`config.mk`:
```
export PLATFORM = sky130hd
export DESIGN_NAME = rxaf_filter
export DESIGN_NICKNAME = d
export VERILOG_FILES = /design/src/rtl/rxaf_pkg.sv /design/src/rtl/rxaf_regs.sv /design/src/rtl/rxaf_hash.sv /design/src/rtl/rxaf_slot_cmp.sv /design/src/rtl/rxaf_filter.sv
export SDC_FILE = /design/constraint.sdc
export NUM_CORES = 1
export LEC_CHECK = 0
export ABC_AREA = 1
export BUFFER_PORTS_ARGS = -buffer_cell sky130_fd_sc_hd__buf_2
export CAP_MARGIN = 0
export CORE_UTILIZATION = 45
export CTS_BUF_LIST = sky130_fd_sc_hd__clkbuf_4 sky130_fd_sc_hd__clkbuf_8
export DETAILED_ROUTE_END_ITERATION = 6
export PLACE_DENSITY = 0.63
export SYNTH_ARGS = -nofsm -noshare
export SYNTH_HDL_FRONTEND = slang
export SYNTH_HIERARCHICAL = 1
export SYNTH_SLANG_ARGS = --single-unit
```
`constraint.sdc`:
```
create_clock -name clk -period 2.2 [get_ports clk]
set_input_delay 0.22 -clock clk [delete_from_list [all_inputs] [get_ports clk]]
set_output_delay 0.22 -clock clk [all_outputs]
set_load 0.02 [all_outputs]
```
`src/rtl/rxaf_pkg.sv`:
```
package rxaf_pkg;
  localparam int unsigned MAC_W  = 48;
  localparam int unsigned HASH_W = 6;
  localparam int unsigned TBL_W  = 1 << HASH_W;

  typedef enum logic [2:0] {
    RSN_REJECT  = 3'd0,
    RSN_SLOT    = 3'd1,
    RSN_HASH    = 3'd2,
    RSN_BCAST   = 3'd3,
    RSN_PROMISC = 3'd4
  } reason_e;
endpackage

```
`src/rtl/rxaf_regs.sv`:
```
module rxaf_regs #(
  parameter int unsigned NSLOT  = 4,
  parameter int unsigned ADDR_W = 48,
  parameter int unsigned TBL_W  = 64,
  parameter int unsigned DATA_W = 32,
  parameter int unsigned REG_AW = 4
) (
  input  logic                      clk,
  input  logic                      rst_n,
  input  logic                      wr_en,
  input  logic [REG_AW-1:0]         wr_addr,
  input  logic [DATA_W-1:0]         wr_data,
  output logic [NSLOT*ADDR_W-1:0]   slot_addr_o,
  output logic [TBL_W-1:0]          tbl_o,
  output logic                      copy_all_o,
  output logic                      no_bcast_o,
  output logic                      hash_en_o
);
  localparam int unsigned HI_W      = ADDR_W - DATA_W;
  localparam int unsigned TBL_WORDS = TBL_W / DATA_W;
  localparam int unsigned IDX_TBL   = 2 * NSLOT;
  localparam int unsigned IDX_CFG   = IDX_TBL + TBL_WORDS;
  localparam int unsigned CFG_W     = 3;

  // slot storage: low word then high word per slot
  for (genvar k = 0; k < NSLOT; k++) begin : g_slot
    logic [DATA_W-1:0] lo_q, lo_d;
    logic [HI_W-1:0]   hi_q, hi_d;
    logic              lo_en, hi_en;

    always_comb begin
      lo_en = wr_en && (wr_addr == REG_AW'(2 * k));
      hi_en = wr_en && (wr_addr == REG_AW'(2 * k + 1));
      lo_d  = wr_data;
      hi_d  = wr_data[HI_W-1:0];
    end

    always_ff @(posedge clk or negedge rst_n) begin
      if (!rst_n) begin
        lo_q <= '0;
        hi_q <= '0;
      end else begin
        if (lo_en) lo_q <= lo_d;
        if (hi_en) hi_q <= hi_d;
      end
    end

    assign slot_addr_o[k*ADDR_W +: ADDR_W] = {hi_q, lo_q};
  end

  // hash table words
  for (genvar w = 0; w < TBL_WORDS; w++) begin : g_tbl
    logic [DATA_W-1:0] word_q, word_d;
    logic              word_en;

    always_comb begin
      word_en = wr_en && (wr_addr == REG_AW'(IDX_TBL + w));
      word_d  = wr_data;
    end

    always_ff @(posedge clk or negedge rst_n) begin
      if (!rst_n)       word_q <= '0;
      else if (word_en) word_q <= word_d;
    end

    assign tbl_o[w*DATA_W +: DATA_W] = word_q;
  end

  // policy bits
  logic [CFG_W-1:0] cfg_q, cfg_d;
  logic             cfg_en;

  always_comb begin
    cfg_en = wr_en && (wr_addr == REG_AW'(IDX_CFG));
    cfg_d  = wr_data[CFG_W-1:0];
  end

  always_ff @(posedge clk or negedge rst_n) begin
    if (!rst_n)      cfg_q <= '0;
    else if (cfg_en) cfg_q <= cfg_d;
  end

  assign copy_all_o = cfg_q[0];
  assign no_bcast_o = cfg_q[1];
  assign hash_en_o  = cfg_q[2];

  // a policy write is visible on the next cycle
  p_cfg_write_r3: assert property (@(posedge clk) disable iff (!rst_n)
    cfg_en |=> ({hash_en_o, no_bcast_o, copy_all_o} == $past(wr_data[CFG_W-1:0])));
endmodule

```
`src/rtl/rxaf_hash.sv`:
```
module rxaf_hash #(
  parameter int unsigned ADDR_W = 48,
  parameter int unsigned HASH_W = 6
) (
  input  logic [ADDR_W-1:0] addr_i,
  output logic [HASH_W-1:0] hash_o
);
  // every address bit folds into hash bit (bit mod HASH_W)
  always_comb begin
    hash_o = '0;
    for (int b = 0; b < ADDR_W; b++) begin
      hash_o[b % HASH_W] = hash_o[b % HASH_W] ^ addr_i[b];
    end
  end
endmodule

```
`src/rtl/rxaf_slot_cmp.sv`:
```
module rxaf_slot_cmp #(
  parameter int unsigned NSLOT  = 4,
  parameter int unsigned ADDR_W = 48,
  localparam int unsigned SEL_W = (NSLOT > 1) ? $clog2(NSLOT) : 1
) (
  input  logic [ADDR_W-1:0]       addr_i,
  input  logic [NSLOT*ADDR_W-1:0] slot_addr_i,
  output logic                    any_o,
  output logic [SEL_W-1:0]        sel_o
);
  logic [NSLOT-1:0] hit;

  for (genvar k = 0; k < NSLOT; k++) begin : g_cmp
    logic [ADDR_W-1:0] entry;
    assign entry  = slot_addr_i[k*ADDR_W +: ADDR_W];
    assign hit[k] = (entry != '0) && (entry == addr_i);
  end

  // lowest index has priority
  always_comb begin
    any_o = 1'b0;
    sel_o = '0;
    for (int k = NSLOT - 1; k >= 0; k--) begin
      if (hit[k]) begin
        any_o = 1'b1;
        sel_o = SEL_W'(k);
      end
    end
  end
endmodule

```
`src/rtl/rxaf_filter.sv`:
```
module rxaf_filter #(
  parameter int unsigned NSLOT  = 4,
  parameter int unsigned DATA_W = 32,
  parameter int unsigned REG_AW = 4,
  localparam int unsigned ADDR_W = rxaf_pkg::MAC_W,
  localparam int unsigned HASH_W = rxaf_pkg::HASH_W,
  localparam int unsigned TBL_W  = rxaf_pkg::TBL_W,
  localparam int unsigned SEL_W  = (NSLOT > 1) ? $clog2(NSLOT) : 1
) (
  input  logic              clk,
  input  logic              rst_n,
  input  logic              da_valid,
  input  logic [47:0]       da_addr,
  input  logic              wr_en,
  input  logic [3:0]        wr_addr,
  input  logic [31:0]       wr_data,
  output logic              res_valid,
  output logic              res_accept,
  output logic [2:0]        res_reason,
  output logic [1:0]        res_slot
);
  import rxaf_pkg::*;

  logic [NSLOT*ADDR_W-1:0] slot_addr;
  logic [TBL_W-1:0]        tbl;
  logic                    copy_all, no_bcast, hash_en;
  logic [HASH_W-1:0]       hash_idx;
  logic                    slot_any;
  logic [SEL_W-1:0]        slot_sel;

  rxaf_regs #(
    .NSLOT(NSLOT), .ADDR_W(ADDR_W), .TBL_W(TBL_W),
    .DATA_W(DATA_W), .REG_AW(REG_AW)
  ) u_regs (
    .clk(clk), .rst_n(rst_n),
    .wr_en(wr_en), .wr_addr(wr_addr), .wr_data(wr_data),
    .slot_addr_o(slot_addr), .tbl_o(tbl),
    .copy_all_o(copy_all), .no_bcast_o(no_bcast), .hash_en_o(hash_en)
  );

  rxaf_hash #(.ADDR_W(ADDR_W), .HASH_W(HASH_W)) u_hash (
    .addr_i(da_addr), .hash_o(hash_idx)
  );

  rxaf_slot_cmp #(.NSLOT(NSLOT), .ADDR_W(ADDR_W)) u_cmp (
    .addr_i(da_addr), .slot_addr_i(slot_addr),
    .any_o(slot_any), .sel_o(slot_sel)
  );

  // decision, next-state side
  logic       is_bcast, is_group, tbl_hit;
  logic       acc_d, vld_d;
  reason_e    rsn_d;
  logic [1:0] slot_d;

  always_comb begin
    is_bcast = &da_addr;
    is_group = da_addr[0];
    tbl_hit  = tbl[hash_idx];
    acc_d    = 1'b0;
    rsn_d    = RSN_REJECT;
    slot_d   = '0;
    if (copy_all) begin
      acc_d = 1'b1;
      rsn_d = RSN_PROMISC;
    end else if (is_bcast) begin
      if (!no_bcast) begin
        acc_d = 1'b1;
        rsn_d = RSN_BCAST;
      end
    end else if (slot_any) begin
      acc_d  = 1'b1;
      rsn_d  = RSN_SLOT;
      slot_d = 2'(slot_sel);
    end else if (hash_en && is_group && tbl_hit) begin
      acc_d = 1'b1;
      rsn_d = RSN_HASH;
    end
    vld_d = da_valid;
    if (!da_valid) begin
      acc_d  = 1'b0;
      rsn_d  = RSN_REJECT;
      slot_d = '0;
    end
  end

  // result register
  always_ff @(posedge clk or negedge rst_n) begin
    if (!rst_n) begin
      res_valid  <= 1'b0;
      res_accept <= 1'b0;
      res_reason <= 3'd0;
      res_slot   <= 2'd0;
    end else begin
      res_valid  <= vld_d;
      res_accept <= acc_d;
      res_reason <= rsn_d;
      res_slot   <= slot_d;
    end
  end

  // one verdict per strobe, exactly one cycle later
  p_strobe_to_valid_r2: assert property (@(posedge clk) disable iff (!rst_n)
    da_valid |=> res_valid);
  p_no_strobe_no_valid_r2: assert property (@(posedge clk) disable iff (!rst_n)
    !da_valid |=> !res_valid);
  // reject carries zero codes
  p_reject_codes_r11: assert property (@(posedge clk) disable iff (!rst_n)
    (res_valid && !res_accept) |-> (res_reason == 3'd0 && res_slot == 2'd0));
  // copy-everything overrides all checks
  p_promisc_r9: assert property (@(posedge clk) disable iff (!rst_n)
    (da_valid && copy_all) |=> (res_accept && res_reason == 3'd4));
  // refused broadcast is dropped when not copying everything
  p_nobcast_r10: assert property (@(posedge clk) disable iff (!rst_n)
    (da_valid && !copy_all && no_bcast && (&da_addr)) |=> !res_accept);
  // without hash enable a non-slot, non-broadcast address is dropped
  p_hash_gate_r8: assert property (@(posedge clk) disable iff (!rst_n)
    (da_valid && !copy_all && !(&da_addr) && !slot_any && !hash_en) |=> !res_accept);
endmodule

```
==> results of run 1 <==
## through the flow
| step | worst slack (ns) | utilization | instances |
|---|---|---|---|
| 2_1_floorplan | 0.463 | - | 2330 |
| 3_3_place_gp | -0.0987 | 0.502 | 2866 |
| 3_5_place_dp | -0.125 | 0.502 | 2866 |
| 4_1_cts | 0.0719 | 0.541 | 2980 |
| 5_1_grt | 0.00500 | 0.544 | 2982 |
| 6_report | 0.168 | 0.544 | 2983 |
## final cells by class
| type | count | area (um2) |
|---|---|---|
| Antenna cell | 2 | 5.00 |
| Clock buffer | 77 | 978 |
| Clock inverter | 9 | 103 |
| Fill cell | 3442 | 15900 |
| Inverter | 213 | 807 |
| Multi-Input combinational cell | 1737 | 8160 |
| Sequential cell | 266 | 6660 |
| Tap cell | 455 | 569 |
| Timing Repair Buffer | 224 | 1690 |
## kinds of logic after synthesis
logic type / synth area share
flops: 0.413
buf+inv: 0.0856
xor+xnor: 0.0767
simple gates: 0.396
compound gates: 0.0281
## where the power goes
group / internal [mW] / switching (mW)
Combinational: 1.79 / 2.77
Sequential: 5.91 / 1.11
Clock: 3.04 / 2.26
Total: 10.7 / 6.14
## critical path, delay by kind of cell, from the launching register on
kind                      cells  cell delay (ns)
and+or+nand+nor              10             0.84
buffers and inverters         4             0.29
xor gates and xnor gates      1             0.18
AOI/OAI and AO/OA             1             0.21
DFF                           1             0.42
## worst max-delay path by stage
stage	from	end	slack, ns	depth (start not counted)
finish	u_regs/g_slot[3].hi_q[7]$_DFFE_PN0P_	res_accept$_DFF_PN0_	0.17	16
global route	u_regs/g_slot[1].lo_q[23]$_DFFE_PN0P_	res_slot[0]$_DFF_PN0_	0.005	12
CTS	u_regs/g_slot[3].hi_q[7]$_DFFE_PN0P_	res_accept$_DFF_PN0_	0.07	16
detailed placement	da_addr[36]	res_reason[1]$_DFF_PN0_	-0.12	19
global placement	da_addr[36]	res_accept$_DFF_PN0_	-0.1	22
floorplan	da_addr[19]	res_accept$_DFF_PN0_	0.46	20
## repair_timing
action,in CTS,in global routing
hold buffers,28,0
hold endpoints to repair,314,0
endpoints found under the setup margin,1,3
resized for setup,1,17
buffers inserted,0,1
pin swaps,0,4
## placed cells by master (no fill, tap or decap), types with 4 or more instances in the layout
master         instances
nand3_1               98
dfrtp_1              266
o21ai_1                6
nor4_1                 5
clkbuf_4              13
nand3b_1               6
inv_2                 39
clkinv_2               4
o21bai_1              48
buf_12                13
nand3_2               13
inv_1                173
buf_2                 92
buf_4                 90
dlygate4sd3_1         28
xnor2_1               78
nor2_1               195
clkbuf_8              64
xnor2_2                4
nor2_2                13
nand4_1              123
nand2_1             1050
nand2_2               11
xor2_1                58
## metal layers
layer	GRT usage	routed length, um	vias to the layer above
met5	0	0	-
met4	0.132	2160	0
met3	0.0622	7000	126
met2	0.527	27900	937
met1	0.526	27700	7679
li1	-	-	7505
## flip-flops by register name, summed over array words and instances (netlist names)
signal / flops
u_regs/cfg_q: 3
u_regs/g_slot.hi_q: 64
res_reason: 3
u_regs/g_tbl.word_q: 64
u_regs/g_slot.lo_q: 128
res_slot: 2
res_valid: 1
res_accept: 1
==> impl_metrics.env, run 1 <==
export IMPL_setup_violations_final=0
export IMPL_drt_total_wl_um=64800
export IMPL_slowest_stage="dfrtp_1"
export IMPL_crit_path_max_incr_delay_ns=0.42
export IMPL_irDropWorstVdd_mv=0.562
export IMPL_vias=16200
export IMPL_first_global_vias=14800
export IMPL_drv_cap=0
export IMPL_hold_viol=0
export IMPL_clk_pin_slew_ns=0.06
export IMPL_synth_top_area_frac=0.413
export IMPL_grt_usage=0.359
export IMPL_drv_slew=0
export IMPL_routedWlPerCell_um=21.7
export IMPL_reg2reg_from="u_regs/g_slot[3].hi_q[7]$_DFFE_PN0P_"
export IMPL_hp_class="primary input to flip-flop"
export IMPL_grt_setup_unrepaired="false"
export IMPL_yosys_register_bits=266
export IMPL_status="finished clean"
export IMPL_synth_top_cell_by_area="dfrtp_1"
export IMPL_stdcell_area_um2=19000
export IMPL_area_delta_synth_final_pct=17.8
export IMPL_portBuffers=94
export IMPL_period_share=0.924
export IMPL_p_per_area_nw_per_um2=890
export IMPL_fmax_ghz=0.492
export IMPL_ys_seq_area_frac=0.413
export IMPL_drive_above_1_share=0.149
export IMPL_gp_congestion=1.02
export IMPL_criticalPathCategory="flip-flop to flip-flop"
export IMPL_antenna_left=0
export IMPL_synth_distinct_cells=34
export IMPL_cts_sinks=266
export IMPL_syn_num_nets=2418
export IMPL_worst_ep_arrival_time_ns=2.59
export IMPL_synth_edff_count=0
export IMPL_clock_path_buffers=3
export IMPL_r2r_end="res_accept$_DFF_PN0_"
export IMPL_leakagePower_nw=10.1
export IMPL_setup_tns_ns=0
export IMPL_path_common_cell="nand2_1"
export IMPL_crit_fanout=3
export IMPL_core_um2=34900
export IMPL_hpwl_um=46700
export IMPL_layout_nets=2578
export IMPL_period_needed_ns=2.03
export IMPL_antenna_found_initial=2
export IMPL_grt_max_degree=85
export IMPL_grt_pass1_wl_um=95200
export IMPL_initialDrtViolationCount=2169
export IMPL_ys_warn_count=6
export IMPL_synthArstFlopShare=1.00
export IMPL_tightest_slew_ns=0.769
export IMPL_cp_cell_sequence="xnor2_2 > buf_4 > nand2_1 > nor2_4 > nand2_1 > nor2_1 > nand2_1 > o21ai_2 > inv_2 > nand2_2 > inv_2 > nand2_1 > inv_1 > nand2_1 > nand2_1 > nand2_1"
export IMPL_hold_end="u_regs/g_tbl[1].word_q[7]$_DFFE_PN0P_"
export IMPL_syn_cell_area_um2=16100
export IMPL_clockRootBuffer="clkbuf_8"
export IMPL_die_area_um2=36500
export IMPL_ys_flop_type="dfrtp_1"
export IMPL_rrSetupSlack_ns=0.17
export IMPL_r2r_cells=16
export IMPL_finalPower_mw=16.9
export IMPL_min_from="wr_data[7]"
export IMPL_first_pass_iters=6
export IMPL_critPathLaunchType="flip-flop"
export IMPL_min_path_cells=3
export IMPL_grt_overflow_total=0
export IMPL_max_slew_margin_rel=0.486
export IMPL_start_util=0.462
export IMPL_skew_ns=0.0235
export IMPL_ioPinCount=95
export IMPL_cts_tree="built"
export IMPL_via_per_inst=5.45
export IMPL_htree_num_levels=2
export IMPL_drc=0
export IMPL_rows=68
export IMPL_synth_area_leaders="dfrtp_1 (41%), nand2_1 (25%), nand4_1 (4.8%), nor2_1 (4.7%), xnor2_1 (4.5%)"
export IMPL_die_h_um=191
export IMPL_syn_avg_cell_area_um2=6.91
export IMPL_syn_inst=2330
export IMPL_timing_hold_ws_ns=0.0452
export IMPL_die_x_um=191
export IMPL_ys_top_cells_by_count="nand2_1 (1053), dfrtp_1 (266), nor2_1 (202)"
export IMPL_required_ns=2.76
export IMPL_yosysMostFrequentCell="nand2_1"
export IMPL_clkLatencyLatePin_ns=0.64
export IMPL_placed_area_um2=17500
export IMPL_endpoint_kind="flip-flop"
export IMPL_cts_made_buffers=48
Power figures use the tool's default switching activity.
==> run 2, diff against run 1 <==
==> constraint.sdc (replaced) <==
create_clock -name clk -period 2.2 [get_ports clk]
set_input_delay 0.11 -clock clk [delete_from_list [all_inputs] [get_ports clk]]
set_output_delay 0.11 -clock clk [all_outputs]
set_load 0.02 [all_outputs]
==> run 2 against run 1 <==
Effect of this change:
- final cell count decreased by 0.37%
- die area unchanged
- critical path type unchanged
- via count decreased by 0.41%
- critical path depth unchanged
==> impl_metrics.env, run 2 (synthesis gave the netlist of run 1 again) <==
export IMPL_drt_total_wl_um=65300
export IMPL_drv_cap=0
export IMPL_grt_max_degree=72
export IMPL_regMostFlops="u_regs/g_slot.lo_q"
export IMPL_fin_util=0.540
export IMPL_cts_tree="built"
export IMPL_grt_setup_unrepaired="false"
export IMPL_endpoint_kind="flip-flop"
export IMPL_reg_largest_list="u_regs/g_slot.lo_q (128), u_regs/g_slot.hi_q (64), u_regs/g_tbl.word_q (64)"
export IMPL_routedWlPerCell_um=22.0
export IMPL_first_pass_iters=6
export IMPL_largest_reg_flops=128
export IMPL_first_global_vias=14800
export IMPL_drc=0
export IMPL_start_util=0.462
export IMPL_critPathLaunchType="flip-flop"
export IMPL_worst_ep_arrival_time_ns=2.64
export IMPL_clkLatencyLatePin_ns=0.64
export IMPL_ioPinCount=95
export IMPL_p_per_area_nw_per_um2=885
export IMPL_leakagePower_nw=9.98
export IMPL_grt_overflow_total=0
export IMPL_required_ns=2.75
export IMPL_drv_slew=0
export IMPL_cts_made_buffers=49
export IMPL_setup_violations_final=0
export IMPL_clk_pin_slew_ns=0.06
export IMPL_fmax_ghz=0.479
export IMPL_antenna_left=0
export IMPL_layout_nets=2572
export IMPL_clockRootBuffer="clkbuf_8"
export IMPL_hold_viol=0
export IMPL_vias=16200
export IMPL_layout_commonest_cell="nand2_1"
export IMPL_startpoint="u_regs/g_slot[1].lo_q[21]$_DFFE_PN0P_"
export IMPL_clock_path_buffers=3
export IMPL_tightest_slew_ns=0.835
export IMPL_rows=68
export IMPL_status="finished clean"
export IMPL_max_slew_margin_rel=0.443
export IMPL_min_from="wr_addr[1]"
export IMPL_grt_util_met1=0.508
export IMPL_die_x_um=191
export IMPL_gr_max_usage_layer="met2"
export IMPL_grt_met3_usage=0.0898
export IMPL_portBuffers=94
export IMPL_grt_pass1_wl_um=95700
export IMPL_reg2reg_from="u_regs/g_slot[1].lo_q[21]$_DFFE_PN0P_"
export IMPL_grt_usage=0.362
export IMPL_htree_num_levels=2
export IMPL_core_um2=34900
export IMPL_cts_sinks=266
export IMPL_setup_tns_ns=0
export IMPL_grt_use_met2=0.525
export IMPL_irDropWorstVdd_mv=0.593
export IMPL_period_needed_ns=2.09
export IMPL_drive_above_1_share=0.143
export IMPL_hp_class="primary input to flip-flop"
export IMPL_die_area_um2=36500
export IMPL_die_h_um=191
export IMPL_area_delta_synth_final_pct=16.9
export IMPL_gp_congestion=1.02
export IMPL_initialDrtViolationCount=1927
export IMPL_skew_ns=0.0276
export IMPL_via_per_inst=5.44
export IMPL_crit_fanout=3
export IMPL_hpwl_um=46700
export IMPL_antenna_found_initial=4
export IMPL_final_cell_mix="nand2_1 (1050), dfrtp_1 (265), nor2_1 (191)"
export IMPL_period_share=0.950
export IMPL_criticalPathCategory="flip-flop to flip-flop"
run 2: cell count changes in the layout (fill, tap and decap cells not counted), sizes merged:
cell / before / now
buf: 196 / 179
clkbuf: 77 / 76
clkinvlp: 3 / 1
diode: 2 / 1
dlygate4sd3: 28 / 38
run 2: worst max-delay path, stage by stage, from the launching register on:
cell,delay (ns)
dfrtp_1,0.42
xor2_1,0.18
buf_4,0.18
nor2_1,0.09
and2_1,0.20
nand2_1,0.07
nor2_1,0.12
nand2_1,0.08
nor2_2,0.19
nor2_1,0.10
nand2_2,0.11
inv_2,0.05
nand2_1,0.06
inv_1,0.04
nand2_1,0.06
nand2_1,0.04
nand2_1,0.05
run 2: worst paths after layout:
kind / slack [ns] / cells after the start / endpoint
max: 0.11 / 16 / res_accept$_DFF_PN0_
min in group asynchronous: 0.08 / 2 / u_regs/g_slot[1].hi_q[5]$_DFFE_PN0P_
min: 0.06 / 5 / u_regs/g_slot[0].lo_q[9]$_DFFE_PN0P_
max in group asynchronous: 1.36 / 3 / u_regs/g_slot[2].lo_q[15]$_DFFE_PN0P_
min reg2reg: 0.48 / 2 / u_regs/g_tbl[0].word_q[16]$_DFFE_PN0P_
max reg2reg: 0.11 / 16 / res_accept$_DFF_PN0_
run 2: area by class of cell:
type	instances	area (um2)
Fill cell	3458	16100
Multi-Input combinational cell	1737	8160
Sequential cell	266	6660
Timing Repair Buffer	217	1600
Clock buffer	76	940
Inverter	213	807
Tap cell	455	569
Clock inverter	7	87.6
Antenna cell	1	2.50
run 2: report_power, final:
group	internal [mW]	switching (mW)	total [mW]
registers	5.91	1.10	7.01
logic	1.72	2.79	4.51
clock network	2.92	2.21	5.13
total	10.6	6.10	16.7
run 2: what timing repair did:
item / in CTS / in global routing
endpoints found under the setup margin: 0 / 5
hold endpoints to repair: 499 / 0
gates resized for setup: 0 / 20
hold buffers: 38 / 0
buffers inserted: 0 / 2
run 2: metrics by stage:
stage	instances	setup WS [ns]	power (mW)	cell area (um2)	hold slack (ns)
2_1_floorplan	2330	0.573	9.52	16100	-0.186
3_3_place_gp	2848	-0.0172	11.2	17300	0.164
3_5_place_dp	2848	-0.0530	11.3	17300	0.163
4_1_cts	2969	0.0528	16.5	18700	0.0199
5_1_grt	2972	0.0266	17.5	18800	0.0851
6_report	2972	0.111	16.7	18800	0.0601
run 2: metal layers:
layer,up-vias,routed length (um),share of wire
met4,6,2740,0.042
met2,917,27700,0.42
met1,7607,27400,0.42
li1,7506,-,-
met5,-,36,0.00055
met3,144,7450,0.11
